## src/rtl/accel_regs_pkg.sv

```systemverilog
package accel_regs_pkg;
  localparam int WORD_CTRL = 0;
  localparam int WORD_GIE  = 1;
  localparam int WORD_IER  = 2;
  localparam int WORD_ISR  = 3;

  localparam int CB_START = 0;
  localparam int CB_DONE  = 1;
  localparam int CB_IDLE  = 2;
  localparam int CB_READY = 3;
  localparam int CB_SRST  = 5;
  localparam int CB_SDONE = 6;

  localparam int SRC_DONE  = 0;
  localparam int SRC_READY = 1;

  typedef struct packed {
    logic sdone;
    logic srst;
    logic ready;
    logic idle;
    logic done;
    logic start;
  } ctrl_view_t;
endpackage

```

## src/rtl/ar_handshake.sv

```systemverilog
module ar_handshake (
  input  logic clk,
  input  logic rst_n,
  input  logic wr_ctrl,
  input  logic wr_start1,
  input  logic wr_srst_val,
  input  logic rd_ctrl,
  input  logic core_done,
  input  logic core_ready,
  input  logic core_srst_done,
  output logic start_q,
  output logic done_q,
  output logic ready_q,
  output logic srst_q,
  output logic sdone_q
);
  logic start_d, done_d, ready_d, srst_d, sdone_d;
  logic start_en, done_en, ready_en, srst_en, sdone_en;
  logic srst_seen;

  assign srst_seen = srst_q & core_srst_done;

  always_comb begin
    start_en = (wr_ctrl & wr_start1) | core_done;
    start_d  = wr_ctrl & wr_start1;

    done_en  = rd_ctrl | core_done;
    done_d   = core_done;

    ready_en = core_ready | core_done;
    ready_d  = ~core_done;

    srst_en  = wr_ctrl | srst_seen;
    srst_d   = wr_ctrl ? wr_srst_val : 1'b0;

    sdone_en = (wr_ctrl & wr_srst_val) | srst_seen;
    sdone_d  = ~(wr_ctrl & wr_srst_val);
  end

  always_ff @(posedge clk or negedge rst_n) begin
    if (!rst_n) begin
      start_q <= 1'b0;
      done_q  <= 1'b0;
      ready_q <= 1'b0;
      srst_q  <= 1'b0;
      sdone_q <= 1'b0;
    end else begin
      if (start_en) start_q <= start_d;
      if (done_en)  done_q  <= done_d;
      if (ready_en) ready_q <= ready_d;
      if (srst_en)  srst_q  <= srst_d;
      if (sdone_en) sdone_q <= sdone_d;
    end
  end

  assert_start_clear_R3: assert property (@(posedge clk) disable iff (!rst_n)
    (core_done && !(wr_ctrl && wr_start1)) |=> !start_q);
  assert_start_set_R3: assert property (@(posedge clk) disable iff (!rst_n)
    (wr_ctrl && wr_start1) |=> start_q);
  assert_done_set_R4: assert property (@(posedge clk) disable iff (!rst_n)
    core_done |=> done_q);
  assert_ready_clear_R6: assert property (@(posedge clk) disable iff (!rst_n)
    core_done |=> !ready_q);
  assert_srst_clear_R7: assert property (@(posedge clk) disable iff (!rst_n)
    (srst_q && core_srst_done && !wr_ctrl) |=> (!srst_q && sdone_q));
endmodule

```

## src/rtl/ar_irq.sv

```systemverilog
module ar_irq #(
  parameter int N_SRC = 2
) (
  input  logic             clk,
  input  logic             rst_n,
  input  logic             wr_gie,
  input  logic             wr_ier,
  input  logic             wr_isr,
  input  logic [N_SRC-1:0] wdata_src,
  input  logic [N_SRC-1:0] src_event,
  output logic             gie_q,
  output logic [N_SRC-1:0] ier_q,
  output logic [N_SRC-1:0] isr_q,
  output logic             irq
);
  logic gie_d;
  logic [N_SRC-1:0] ier_d;

  always_comb begin
    gie_d = wdata_src[0];
    ier_d = wdata_src;
  end

  always_ff @(posedge clk or negedge rst_n) begin
    if (!rst_n) begin
      gie_q <= 1'b0;
      ier_q <= '0;
    end else begin
      if (wr_gie) gie_q <= gie_d;
      if (wr_ier) ier_q <= ier_d;
    end
  end

  for (genvar i = 0; i < N_SRC; i++) begin : g_src
    logic rec, clr, en, d;
    always_comb begin
      rec = src_event[i] & ier_q[i];
      clr = wr_isr & wdata_src[i];
      en  = rec | clr;
      d   = rec;
    end
    always_ff @(posedge clk or negedge rst_n) begin
      if (!rst_n)  isr_q[i] <= 1'b0;
      else if (en) isr_q[i] <= d;
    end

    assert_isr_gate_R9: assert property (@(posedge clk) disable iff (!rst_n)
      $rose(isr_q[i]) |-> $past(ier_q[i]));
    assert_isr_setwins_R9: assert property (@(posedge clk) disable iff (!rst_n)
      (src_event[i] && ier_q[i]) |=> isr_q[i]);
  end

  assign irq = gie_q & (|(ier_q & isr_q));

  assert_irq_gate_R10: assert property (@(posedge clk) disable iff (!rst_n)
    irq |-> gie_q);
endmodule

```

## src/rtl/ar_readmux.sv

```systemverilog
module ar_readmux #(
  parameter int DATA_W = 32
) (
  input  logic              clk,
  input  logic              rst_n,
  input  logic              rd_en,
  input  logic              hit,
  input  logic [1:0]        word_sel,
  input  logic [DATA_W-1:0] w_ctrl,
  input  logic [DATA_W-1:0] w_gie,
  input  logic [DATA_W-1:0] w_ier,
  input  logic [DATA_W-1:0] w_isr,
  output logic [DATA_W-1:0] rdata
);
  logic [DATA_W-1:0] sel_d;

  always_comb begin
    sel_d = '0;
    if (hit) begin
      unique case (word_sel)
        2'd0: sel_d = w_ctrl;
        2'd1: sel_d = w_gie;
        2'd2: sel_d = w_ier;
        default: sel_d = w_isr;
      endcase
    end
  end

  always_ff @(posedge clk or negedge rst_n) begin
    if (!rst_n)     rdata <= '0;
    else if (rd_en) rdata <= sel_d;
  end

  assert_rd_reserved_R2: assert property (@(posedge clk) disable iff (!rst_n)
    (rdata[DATA_W-1:7] == '0) && !rdata[4]);
  assert_rd_hold_R2: assert property (@(posedge clk) disable iff (!rst_n)
    !rd_en |=> $stable(rdata));
endmodule

```

## src/rtl/accel_ctrl_regs.sv

```systemverilog
module accel_ctrl_regs
  import accel_regs_pkg::*;
#(
  parameter int ADDR_W = 4,
  parameter int DATA_W = 32
) (
  input  logic              clk,
  input  logic              rst_n,
  input  logic [ADDR_W-1:0] bus_addr,
  input  logic              bus_wr_en,
  input  logic [DATA_W-1:0] bus_wdata,
  input  logic              bus_rd_en,
  output logic [DATA_W-1:0] bus_rdata,
  output logic              core_start,
  output logic              core_srst,
  input  logic              core_done,
  input  logic              core_idle,
  input  logic              core_ready,
  input  logic              core_srst_done,
  output logic              irq
);
  localparam int N_SRC = 2;

  logic       hit;
  logic [1:0] word_sel;
  logic       wr_ctrl, wr_gie, wr_ier, wr_isr, rd_ctrl;

  if (ADDR_W > 4) begin : g_hi
    assign hit = ~|bus_addr[ADDR_W-1:4];
  end else begin : g_nohi
    assign hit = 1'b1;
  end
  assign word_sel = bus_addr[3:2];

  always_comb begin
    wr_ctrl = bus_wr_en & hit & (word_sel == 2'(WORD_CTRL));
    wr_gie  = bus_wr_en & hit & (word_sel == 2'(WORD_GIE));
    wr_ier  = bus_wr_en & hit & (word_sel == 2'(WORD_IER));
    wr_isr  = bus_wr_en & hit & (word_sel == 2'(WORD_ISR));
    rd_ctrl = bus_rd_en & hit & (word_sel == 2'(WORD_CTRL));
  end

  ctrl_view_t       cv;
  logic             gie_q;
  logic [N_SRC-1:0] ier_q, isr_q, src_event;

  ar_handshake u_hs (
    .clk(clk), .rst_n(rst_n),
    .wr_ctrl(wr_ctrl),
    .wr_start1(bus_wdata[CB_START]),
    .wr_srst_val(bus_wdata[CB_SRST]),
    .rd_ctrl(rd_ctrl),
    .core_done(core_done), .core_ready(core_ready),
    .core_srst_done(core_srst_done),
    .start_q(cv.start), .done_q(cv.done), .ready_q(cv.ready),
    .srst_q(cv.srst), .sdone_q(cv.sdone)
  );
  assign cv.idle = core_idle;

  assign src_event[SRC_DONE]  = core_done;
  assign src_event[SRC_READY] = core_ready;

  ar_irq #(.N_SRC(N_SRC)) u_irq (
    .clk(clk), .rst_n(rst_n),
    .wr_gie(wr_gie), .wr_ier(wr_ier), .wr_isr(wr_isr),
    .wdata_src(bus_wdata[N_SRC-1:0]),
    .src_event(src_event),
    .gie_q(gie_q), .ier_q(ier_q), .isr_q(isr_q), .irq(irq)
  );

  logic [DATA_W-1:0] w_ctrl, w_gie, w_ier, w_isr;
  always_comb begin
    w_ctrl = '0;
    w_ctrl[CB_START] = cv.start;
    w_ctrl[CB_DONE]  = cv.done;
    w_ctrl[CB_IDLE]  = cv.idle;
    w_ctrl[CB_READY] = cv.ready;
    w_ctrl[CB_SRST]  = cv.srst;
    w_ctrl[CB_SDONE] = cv.sdone;
    w_gie = '0;
    w_gie[0] = gie_q;
    w_ier = '0;
    w_ier[N_SRC-1:0] = ier_q;
    w_isr = '0;
    w_isr[N_SRC-1:0] = isr_q;
  end

  ar_readmux #(.DATA_W(DATA_W)) u_rd (
    .clk(clk), .rst_n(rst_n),
    .rd_en(bus_rd_en), .hit(hit), .word_sel(word_sel),
    .w_ctrl(w_ctrl), .w_gie(w_gie), .w_ier(w_ier), .w_isr(w_isr),
    .rdata(bus_rdata)
  );

  assign core_start = cv.start;
  assign core_srst  = cv.srst;

  assert_done_rdclr_R4: assert property (@(posedge clk) disable iff (!rst_n)
    (rd_ctrl && !core_done) |=> !cv.done);
endmodule

```

## config.mk

```make
export PLATFORM = sky130hd
export DESIGN_NAME = accel_ctrl_regs
export DESIGN_NICKNAME = d
export VERILOG_FILES = /design/src/rtl/accel_regs_pkg.sv /design/src/rtl/ar_handshake.sv /design/src/rtl/ar_irq.sv /design/src/rtl/ar_readmux.sv /design/src/rtl/accel_ctrl_regs.sv
export SDC_FILE = /design/constraint.sdc
export NUM_CORES = 1
export LEC_CHECK = 0
export ABC_CLOCK_PERIOD_IN_PS = 1000
export BUFFER_PORTS_ARGS = -buffer_cell sky130_fd_sc_hd__clkbuf_2
export CORE_MARGIN = 4
export CORE_UTILIZATION = 38
export CTS_CLUSTER_DIAMETER = 40
export DETAILED_ROUTE_END_ITERATION = 10
export GPL_TIMING_DRIVEN = 0
export PLACE_DENSITY = 0.85
export SLEW_MARGIN = 15
export SYNTH_ARGS = -nofsm -noshare
export SYNTH_HDL_FRONTEND = slang
export SYNTH_SLANG_ARGS = --single-unit
```

## constraint.sdc

```tcl
create_clock -name clk -period 1 [get_ports clk]
set_input_delay 0.2 -clock clk [delete_from_list [all_inputs] [get_ports clk]]
set_output_delay 0.2 -clock clk [all_outputs]
set_load 0.03 [all_outputs]
```

==> results of run 1 <==
-- worst paths after layout --
check                          startpoint              to  cells after the start
max                        u_irq.isr_q[1]             irq                      3
min                          bus_wdata[5]    u_hs.sdone_q                      2
max reg2reg                u_irq.isr_q[0]   u_rd.rdata[0]                      4
min reg2reg                   u_hs.done_q     u_hs.done_q                      1
max in group asynchronous           rst_n   u_rd.rdata[3]                      2
min in group asynchronous           rst_n  u_irq.ier_q[0]                      2
-- metal layers --
layer / GRT usage, % / routed length, um / vias up
li1: - / - / 374
met1: 13.3 / 789 / 332
met2: 19.8 / 1020 / 39
met3: 4.45 / 231 / 0
met4: 3.64 / 0 / 0
met5: 0 / 0 / -
-- what timing repair did --
| action | CTS | global route |
|---|---|---|
| buffers inserted | 9 | 1 |
| endpoints found under the setup margin | 10 | 11 |
| hold buffers | 1 | 0 |
| pin swaps | 3 | 1 |
| gates resized for setup | 23 | 11 |
| gates cloned | 0 | 0 |
| endpoints found under the hold margin | 16 | 0 |
-- through the flow --
stage | TNS (ps) | hold slack, ps | instance area, um^2
CTS | -1110 | 111 | 1400
global placement | -29.5 | 130 | 1180
global route | -1060 | 124 | 1410
detailed placement | -47.6 | 147 | 1180
finish | -708 | 114 | 1410
floorplan | 0 | -95.6 | 1050
-- synth_stat cells (5+ instances only) --
master    n
o21ai_0   5
dfrtp_1  16
nand3_1   7
inv_1     6
buf_4    27
-- area by class of cell --
cell class	instances	area (um^2)	share of cell area (%)
Multi-Input combinational cell	66	437	30.9
Sequential cell	16	400	28.3
Timing Repair Buffer	27	253	17.9
Buffer	30	230	16.3
Clock buffer	4	36.3	2.57
Tap cell	28	35.0	2.48
Inverter	6	22.5	1.59
-- critical path: stages, from the launching register on --
cell and delay (ps):
dfrtp_1 430, a22oi_2 180, nor2b_2 60, clkbuf_8 160
-- kinds of logic (layout without fill, tap and decap cells) --
| group | Yosys count | after routing |
|---|---|---|
| buf+inv | 36 | 67 |
| other cells | 1 | 26 |
| mux | 6 | 6 |
| simple gates | 18 | 18 |
| flops | 16 | 16 |
| compound gates | 16 | 16 |
-- placed cells by master, fill, tap and decap left out, types with 3 or more instances in the layout --
cell | Yosys | routed
buf_4 | 27 | 34
conb_1 | 1 | 26
dfrtp_1 | 16 | 16
clkbuf_2 | 0 | 9
buf_8 | 0 | 8
inv_1 | 6 | 6
nand3_1 | 7 | 6
o21ai_0 | 5 | 5
buf_6 | 2 | 3
clkbuf_4 | 0 | 3
-- power by group through the flow --
| stage | combinational [mW] | sequential [mW] | clock, mW |
|---|---|---|---|
| CTS | 0.710 | 0.781 | 0.428 |
| global route | 0.778 | 0.800 | 0.461 |
| floorplan | 0.396 | 0.833 | 0 |
| detailed placement | 0.553 | 0.793 | 0 |
| global placement | 0.542 | 0.787 | 0 |
| finish | 0.734 | 0.792 | 0.425 |
-- state kept, by name (all words and copies together) (netlist names) --
register and count:
u_irq.ier_q 2, u_hs.start_q 1, u_hs.sdone_q 1, u_hs.done_q 1
u_irq.gie_q 1, u_hs.ready_q 1, u_irq.isr_q 2, u_hs.srst_q 1
u_rd.rdata 6
==> results by group, run 1 <==
Power and ir drop
  – Clock power share: 21.8%
  – Total power draw: 1.95 mW
  – Seq pwr share: 40.6%
  – Net Sw Frac: 33.6%
  – Max VDD drop: 1080 uV
  – Total leakage power: 0.757 nW
  – Combinational power share: 37.6%
  – Switching power: 0.655 mW
  – Pwr dens: 1380 nW/um^2
  – Int Pwr: 1.30 mW

Die
  – DIE HEIGHT: 58.2 um
  – Die area: 3390 um^2
  – # rows: 17
  – Io pins: 79
  – Core area: 2300 um^2
  – Initial core utilization: 41.7%
  – Die width: 58.2 um

Route
  – Remaining DRCs: 0
  – WL/cell: 11.5 um
  – Antenna Nets Post-Route: 0
  – Drt via density: 4.21
  – WL final: 2.04 mm
  – Number of DRC markers in iteration 0: 18
  – Via count: 745
  – Pre-antenna DRT Iters: 4

Critical path
  – WS Path Type: register to primary output
  – Critical-path maximum fanout: 3
  – FF-to-FF setup slack: -110 ps
  – Setup crit start kind: register
  – Crit path required time: 800 ps
  – WP data arrival: 1110 ps
  – CP endpoint kind: primary output

Timing
  – Crit share post-route: 131%
  – Worst setup margin: -313 ps
  – Setup violators final: 10
  – Fin crit period: 1310 ps
  – Clock skew: 3.76 ps
  – Hold Fails Final Rpt: 0
  – RSZ-0062 raised after global routing: yes
  – Fmax: 0.762 GHz
  – Final Max Slew Viols: 0

Synth
  – Mux cell area share after synthesis: 7.57%
  – Syn Std Cell Area: 958 um^2
  – Synth top area cells: dfrtp_1 42%, buf_4 21%, nand3_1 3.7%
  – Yosys warnings: 0
  – Largest area contributor in the netlist: dfrtp_1
  – Cell variety after synth: 28
  – Ys flop type: dfrtp_1
  – EDFF count, synth: 0
  – Syn Area/Cell: 10.3 um^2
  – Synth Area in XOR/XNOR: 0%
  – Seq cells post-synth: 16
  – Async SR Flop Fraction: 100%
  – Synth Area in Compound Gates: 11.1%
  – Sequential area share after synthesis: 41.8%
  – Post-Synthesis Cells: 93
  – Adder-cell area share of the yosys netlist: 0%
  – Largest family of logic cells by synthesized area: buffers and inverters
  – Simple-gate area share of the yosys netlist: 12.8%
  – Area share of the largest cell type after synthesis: 41.8%

Cells and area
  – Post-Route Utilization: 61.5%
  – Layout cells sized above 1: 47.7%
  – Diodes inserted: 0
  – Post-route insts no fill: 177
  – # fillers: 203
  – Synth-to-layout area growth: 47.5%
  – Layout net count: 194

Placed design
  – Placed Instances: 164
  – Final Wtd Congestion: 0.858
  – PortBufs: 18
  – DP HPWL: 1.46 mm
  – Setup Slack @ Placement: -47.6 ps

Clock network
  – Clock root buffer: clkbuf_4
  – CTS H-Tree Depth: 1
  – Total CTS buffers: 3
  – CTS Sinks: 16
  – Max Root-Sink Buffers: 2
  – CTS tree: done
  – Clk_lat worst skew: 280 ps
  – Clock transition at path regs: 100 ps

GRT
  – Total track usage: 11.6%
  – Vias in the first global route: 706
  – Maximum number of pins on one net before global-route repair: 17
  – Remaining global-route overflow: 0
  – Initial antenna violation count: 0
  – Global-route wire length before repair: 3.04 mm

Status
  – Status: finished, violations left
  – Failing checks: negative setup slack

Flow run
  – Max cap viols: 0

Min path
  – HP Class: input pin to register
No activity file was read; power rests on OpenSTA's default activity.
==> run 2: changes to the inputs <==
--- a/config.mk
+++ b/config.mk
@@ -9,10 +9,10 @@
 export BUFFER_PORTS_ARGS = -buffer_cell sky130_fd_sc_hd__clkbuf_2
 export CORE_MARGIN = 4
 export CORE_UTILIZATION = 38
-export CTS_CLUSTER_DIAMETER = 40
 export DETAILED_ROUTE_END_ITERATION = 10
 export GPL_TIMING_DRIVEN = 0
 export PLACE_DENSITY = 0.85
+export SETUP_SLACK_MARGIN = 0.3
 export SLEW_MARGIN = 15
 export SYNTH_ARGS = -nofsm -noshare
 export SYNTH_HDL_FRONTEND = slang
==> run 2 against run 1 <==
Against the previous run:
- hold slack gained 0.52 ps
- clock power barely moved
- largest cell class unchanged
- via count is 3.4% higher
- largest power group unchanged
- the flow still finishes with violations (negative setup slack)
- combinational power grew 9.0%
==> results by group, run 2 (synthesized netlist as in run 1, its figures left out) <==
GRT
  – Met2 Use GR: 21.5% (+1.6 points)
  – Total track usage: 11.5% (-0.093 points)
  – Maximum number of pins on one net before global-route repair: 17 (unchanged)
  – Layer with the highest usage: met2
  – Vias in the first global route: 694 (-1.7%)
  – Remaining global-route overflow: 0 (unchanged)
  – Initial antenna violation count: 0 (unchanged)
  – Global-route wire length before repair: 3.08 mm (+1.2%)
  – Met3 Usage GRT: 4.01% (-0.45 points)
  – Grt met1 use: 13.1% (-0.28 points)

Die
  – Core area: 2300 um^2 (unchanged)
  – Initial core utilization: 41.7% (unchanged)
  – # rows: 17 (unchanged)
  – Die area: 3390 um^2 (unchanged)
  – Die width: 58.2 um (unchanged)
  – Io pins: 79 (unchanged)
  – DIE HEIGHT: 58.2 um (unchanged)

Cells and area
  – Diodes inserted: 0 (unchanged)
  – Top Registers: u_rd.rdata x6, u_irq.ier_q x2, u_irq.isr_q x2
  – Top reg by flops: u_rd.rdata
  – Layout net count: 197 (+1.5%)
  – Synth-to-layout area growth: 58.0%
  – Layout cells sized above 1: 59.2% (+12 points)
  – Max reg flops: 6 (unchanged)
  – Commonest non-fill, non-tap cell in the layout: buf_4
  – Commonest non-fill, non-tap cells in the layout: 31 x buf_4, 26 x conb_1, 9 x buf_8, 9 x dfrtp_1, 8 x clkbuf_2

Power and ir drop
  – Pwr dens: 1340 nW/um^2 (-3.0%)
  – Max VDD drop: 1580 uV (+46%)
  – Total leakage power: 0.791 nW (+4.4%)

Timing
  – Clock skew: 1.77 ps (-1.99 ps)
  – Fin Setup TNS: -793 ps (-84.8 ps)
  – Hold Fails Final Rpt: 0 (unchanged)
  – Fin crit period: 1330 ps (+15.3 ps)
  – Fmax: 0.753 GHz (-1.2%)
  – RSZ-0062 raised after global routing: yes
  – Final Max Slew Viols: 0 (unchanged)
  – Crit share post-route: 133% (+1.5 points)
  – Worst setup margin: -328 ps (-15.3 ps)
  – Setup violators final: 11 (+1)

Clock network
  – Total CTS buffers: 3 (unchanged)
  – Clk_lat worst skew: 280 ps (about the same)
  – CTS Sinks: 16 (unchanged)
  – CTS tree: done
  – Max Root-Sink Buffers: 2 (unchanged)
  – Clock transition at path regs: 90 ps (about the same)
  – CTS H-Tree Depth: 1 (unchanged)
  – Clock root buffer: clkbuf_4

Critical path
  – Critical path startpoint: u_irq.isr_q[0]
  – WP data arrival: 1130 ps (+20 ps)
  – R2r endpoint: u_rd.rdata[1]
  – Reg2reg start: u_irq.ier_q[1]
  – Setup crit start kind: register
  – WS Path Type: register to primary output
  – Worst r2r path cells: 4 (unchanged)
  – FF-to-FF setup slack: -20 ps (+90 ps)
  – CP endpoint kind: primary output
  – Critical-path maximum fanout: 3 (unchanged)
  – Crit path required time: 800 ps (about the same)

Route
  – WL/cell: 12.0 um (+3.7%)
  – Remaining DRCs: 0 (unchanged)
  – WL final: 2.15 mm (+5.4%)
  – Drt via density: 4.28 (+1.6%)
  – Pre-antenna DRT Iters: 4 (unchanged)
  – Antenna Nets Post-Route: 0 (unchanged)
  – Number of DRC markers in iteration 0: 4 (-14)
  – Via count: 770 (+3.4%)

Min path
  – HP Class: input pin to register
  – Hold Path Sink: u_hs.ready_q
  – Worst Hold Launch: core_done
  – Hold Crit Depth: 2 (unchanged)

Placed design
  – Final Wtd Congestion: 0.814 (-5.1%)
  – PortBufs: 18 (unchanged)
  – Setup Slack @ Placement: -45.7 ps (+1.95 ps)

Status
  – Status: finished, violations left
  – Failing checks: negative setup slack

Flow run
  – Max cap viols: 0 (unchanged)
[run 2: cell types whose count changed in the layout (fill, tap and decap cells not counted), sizes merged]
cell    delta
buf        +4
clkbuf     -1
[run 2: worst max-delay path by stage]
stage	end	slack [ps]	cells after the start
after floorplan	u_hs.srst_q	90	3
after detailed placement	irq	-50	3
final	irq	-330	3
after CTS	irq	-330	3
after global routing	irq	-380	3
after global placement	irq	-50	3
[run 2: final cells by class]
| class | instances | area [um^2] |
|---|---|---|
| fill | 189 | 783 |
| buffer | 30 | 251 |
| timing repair buffer | 30 | 298 |
| clock buffer | 4 | 36.3 |
| sequential | 16 | 409 |
| multi-input combinational | 66 | 462 |
| tap | 28 | 35.0 |
| inverter | 6 | 22.5 |
[run 2: timing repair]
action                                 in CTS  in global routing
endpoints found under the hold margin      16                  0
hold buffers                                1                  0
setup endpoints to repair                  19                 38
pin swaps                                   1                  1
setup buffers                               5                  6
gates resized for setup                    26                 25
[run 2: through the flow]
| stage | utilization [%] | instances | total power, mW | area [um^2] | hold WS [ps] |
|---|---|---|---|---|---|
| 6_report | 65.9 | 180 | 2.03 | 1510 | 115 |
| 5_1_grt | 65.9 | 180 | 2.13 | 1510 | 107 |
| 4_1_cts | 61.1 | 174 | 1.91 | 1400 | 108 |
| 3_5_place_dp | 53.3 | 164 | 1.38 | 1220 | 141 |
| 3_3_place_gp | 53.3 | 164 | 1.36 | 1220 | 135 |
| 2_1_floorplan | - | 118 | 1.26 | 1100 | -95.6 |
[run 2: metal layers]
layer	vias up	wire length, um
li1	381	-
met1	354	758
met2	35	1200
met3	0	190
met4	0	0
met5	-	0
[run 2: report_power, final]
part | leakage [nW] | total (mW) | switching [mW] | internal, mW
clock | 0.0210 | 0.422 | 0.201 | 0.222
combinational | 0.585 | 0.800 | 0.389 | 0.411
sequential | 0.184 | 0.805 | 0.0772 | 0.728
total | 0.791 | 2.03 | 0.667 | 1.36
[run 2: critical path: stages (launching register included)]
cell and delay [ps]:
dfrtp_1 420, a22oi_2 220, nor2b_4 60, buf_8 130
==> run 3: changes to the inputs <==
--- a/config.mk
+++ b/config.mk
@@ -5,13 +5,14 @@
 export SDC_FILE = /design/constraint.sdc
 export NUM_CORES = 1
 export LEC_CHECK = 0
-export ABC_CLOCK_PERIOD_IN_PS = 1000
+export ABC_CLOCK_PERIOD_IN_PS = 1200
 export BUFFER_PORTS_ARGS = -buffer_cell sky130_fd_sc_hd__clkbuf_2
+export CORE_ASPECT_RATIO = 2
 export CORE_MARGIN = 4
-export CORE_UTILIZATION = 38
+export CORE_UTILIZATION = 34
 export DETAILED_ROUTE_END_ITERATION = 10
 export GPL_TIMING_DRIVEN = 0
-export PLACE_DENSITY = 0.85
+export PLACE_DENSITY = 0.81
 export SETUP_SLACK_MARGIN = 0.3
 export SLEW_MARGIN = 15
 export SYNTH_ARGS = -nofsm -noshare
==> constraint.sdc (replaced) <==
create_clock -name clk -period 1.2 [get_ports clk]
set_input_delay 0.24 -clock clk [delete_from_list [all_inputs] [get_ports clk]]
set_output_delay 0.24 -clock clk [all_outputs]
set_load 0.03 [all_outputs]
==> run 3 against run 2 <==
Against the previous run:
- the run still ends with negative setup slack left
- sequential power decreased by 18%
- non-clock buffer count decreased by 3
- setup slack improved by 180 ps
- largest cell class unchanged
==> results by group, run 3 (synthesized netlist as in run 1, its figures left out) <==
Route
  – Antenna Nets Post-Route: 0 (unchanged)
  – Number of DRC markers in iteration 0: 12 (+8)
  – Remaining DRCs: 0 (unchanged)
  – WL final: 2.07 mm (-3.8%)
  – Drt via density: 4.27 (-0.19%)
  – WL/cell: 11.6 um (-2.7%)
  – Via count: 760 (-1.3%)
  – Pre-antenna DRT Iters: 4 (unchanged)

Cells and area
  – Layout net count: 194 (-1.5%)
  – Layout cells sized above 1: 49.7% (-9.5 points)
  – Max reg flops: 6 (unchanged)
  – Commonest non-fill, non-tap cell in the layout: buf_4
  – Post-route design area: 1470 um^2 (-3.1%)
  – Top Registers: u_rd.rdata x6, u_irq.ier_q x2, u_irq.isr_q x2
  – Top reg by flops: u_rd.rdata
  – Synth-to-layout area growth: 53.1%
  – Post-Route Utilization: 53.6% (-12 points)
  – Diodes inserted: 0 (unchanged)
  – Commonest non-fill, non-tap cells in the layout: 31 x buf_4, 26 x conb_1, 15 x dfrtp_1

Die
  – Core area: 2740 um^2 (+19%)
  – Io pins: 79 (unchanged)
  – DIE HEIGHT: 83.1 um (+43%)
  – # rows: 27 (+10)
  – Die area: 3780 um^2 (+12%)
  – Die width: 45.5 um (-22%)
  – Initial core utilization: 35.0% (-6.7 points)

Critical path
  – Largest stage delay on the critical path: 400 ps (-20 ps)
  – WP data arrival: 1110 ps (-20 ps)
  – Cell family with most CP delay: flip-flops
  – Crit path required time: 960 ps (+160 ps)
  – Crit-path slowest cell: dfrtp_1
  – Critical-path maximum fanout: 2 (-1)
  – Crit path buffers/inverters: 1 (unchanged)
  – CP cell instances: a22oi_2 > nor2b_4 > buf_8
  – CP endpoint kind: primary output
  – Setup crit start kind: register
  – WS Path Type: register to primary output

Timing
  – Fin crit period: 1350 ps
  – Crit share post-route: 113%
  – Clock skew: 4.59 ps (+2.82 ps)
  – Final Max Slew Viols: 0 (unchanged)
  – Fin Setup TNS: -152 ps (+642 ps)
  – Setup violators final: 1 (-10)
  – Hold Fails Final Rpt: 0 (unchanged)
  – Fmax: 0.740 GHz
  – WHS: 199 ps (+84.4 ps)
  – Worst setup margin: -152 ps (+176 ps)
  – RSZ-0062 raised after global routing: yes

Clock network
  – CTS tree: done
  – CTS Sinks: 16 (unchanged)
  – Max Root-Sink Buffers: 2 (unchanged)
  – Total CTS buffers: 3 (unchanged)
  – Clock transition at path regs: 60 ps (-30 ps)
  – CTS H-Tree Depth: 1 (unchanged)
  – Clk_lat worst skew: 250 ps (-30 ps)
  – Clock root buffer: clkbuf_8

GRT
  – Vias in the first global route: 751 (+8.2%)
  – Remaining global-route overflow: 0 (unchanged)
  – Maximum number of pins on one net before global-route repair: 17 (unchanged)
  – Global-route wire length before repair: 3.39 mm (+10%)
  – Initial antenna violation count: 0 (unchanged)
  – Total track usage: 12.2% (+0.70 points)

Power and ir drop
  – Max VDD drop: 643 uV (-59%)
  – Int Pwr: 1.21 mW (-11%)
  – Seq pwr share: 37.4% (-2.3 points)
  – Net Sw Frac: 31.6% (-1.3 points)
  – Switching power: 0.560 mW (-16%)
  – Total leakage power: 0.781 nW (-1.2%)
  – Pwr dens: 1210 nW/um^2 (-9.8%)
  – Clock power share: 26.7% (+5.9 points)
  – Combinational power share: 35.9% (-3.6 points)

Placed design
  – Setup Slack @ Placement: 66.2 ps (+112 ps)
  – Final Wtd Congestion: 0.808 (-0.76%)
  – DP HPWL: 1.61 mm
  – PortBufs: 18 (unchanged)
  – Post-DP Area: 1210 um^2 (-0.72%)

Status
  – Status: finished, violations left
  – Failing checks: negative setup slack

Min path
  – HP Class: input pin to register

Flow run
  – Max cap viols: 0 (unchanged)
run 3: timing repair:
action / in CTS / in global routing
hold buffers: 1 / 0
gates resized for setup: 22 / 13
endpoints found under the hold margin: 16 / 0
endpoints found under the setup margin: 11 / 14
pin swaps: 3 / 1
setup buffers: 6 / 2
run 3: worst paths after layout:
| kind | startpoint | endpoint | slack (ps) | cells past startpoint |
|---|---|---|---|---|
| worst max-delay path | u_irq.isr_q[0] | irq | -150 | 3 |
| min in group asynchronous | rst_n | u_rd.rdata[5] | 440 | 2 |
| max in group asynchronous | rst_n | u_hs.srst_q | 460 | 2 |
| worst max register to register | u_irq.isr_q[0] | u_rd.rdata[0] | 140 | 4 |
| worst min-delay path | core_done | u_hs.ready_q | 200 | 2 |
| worst min register to register | u_hs.done_q | u_hs.done_q | 500 | 1 |
run 3: routing by layer:
metal	track usage, %	share of wire [%]	wire [um]
met1	13.5	34	700
met2	19.9	55	1130
met3	2.17	8.6	178
met4	8.00	2.8	57
met5	0	0	0
run 3: metrics by stage:
stage	power [mW]	instances
after detailed placement	1.16	165
after global placement	1.14	165
after global routing	1.86	178
final	1.77	178
after floorplan	1.05	118
after CTS	1.75	176
run 3: area by class of cell:
| class | instances | area (um^2) |
|---|---|---|
| inverter | 6 | 22.5 |
| clock buffer | 4 | 55.1 |
| tap | 29 | 36.3 |
| timing repair buffer | 27 | 265 |
| multi-input combinational | 66 | 439 |
| fill | 242 | 1270 |
| buffer | 30 | 248 |
| sequential | 16 | 402 |
run 3: power groups by stage:
stage / clock, mW / sequential [mW] / combinational [mW]
after CTS: 0.494 / 0.655 / 0.599
final: 0.474 / 0.663 / 0.637
after global routing: 0.516 / 0.671 / 0.677
after floorplan: 0 / 0.699 / 0.352
after global placement: 0 / 0.663 / 0.474
after detailed placement: 0 / 0.669 / 0.487
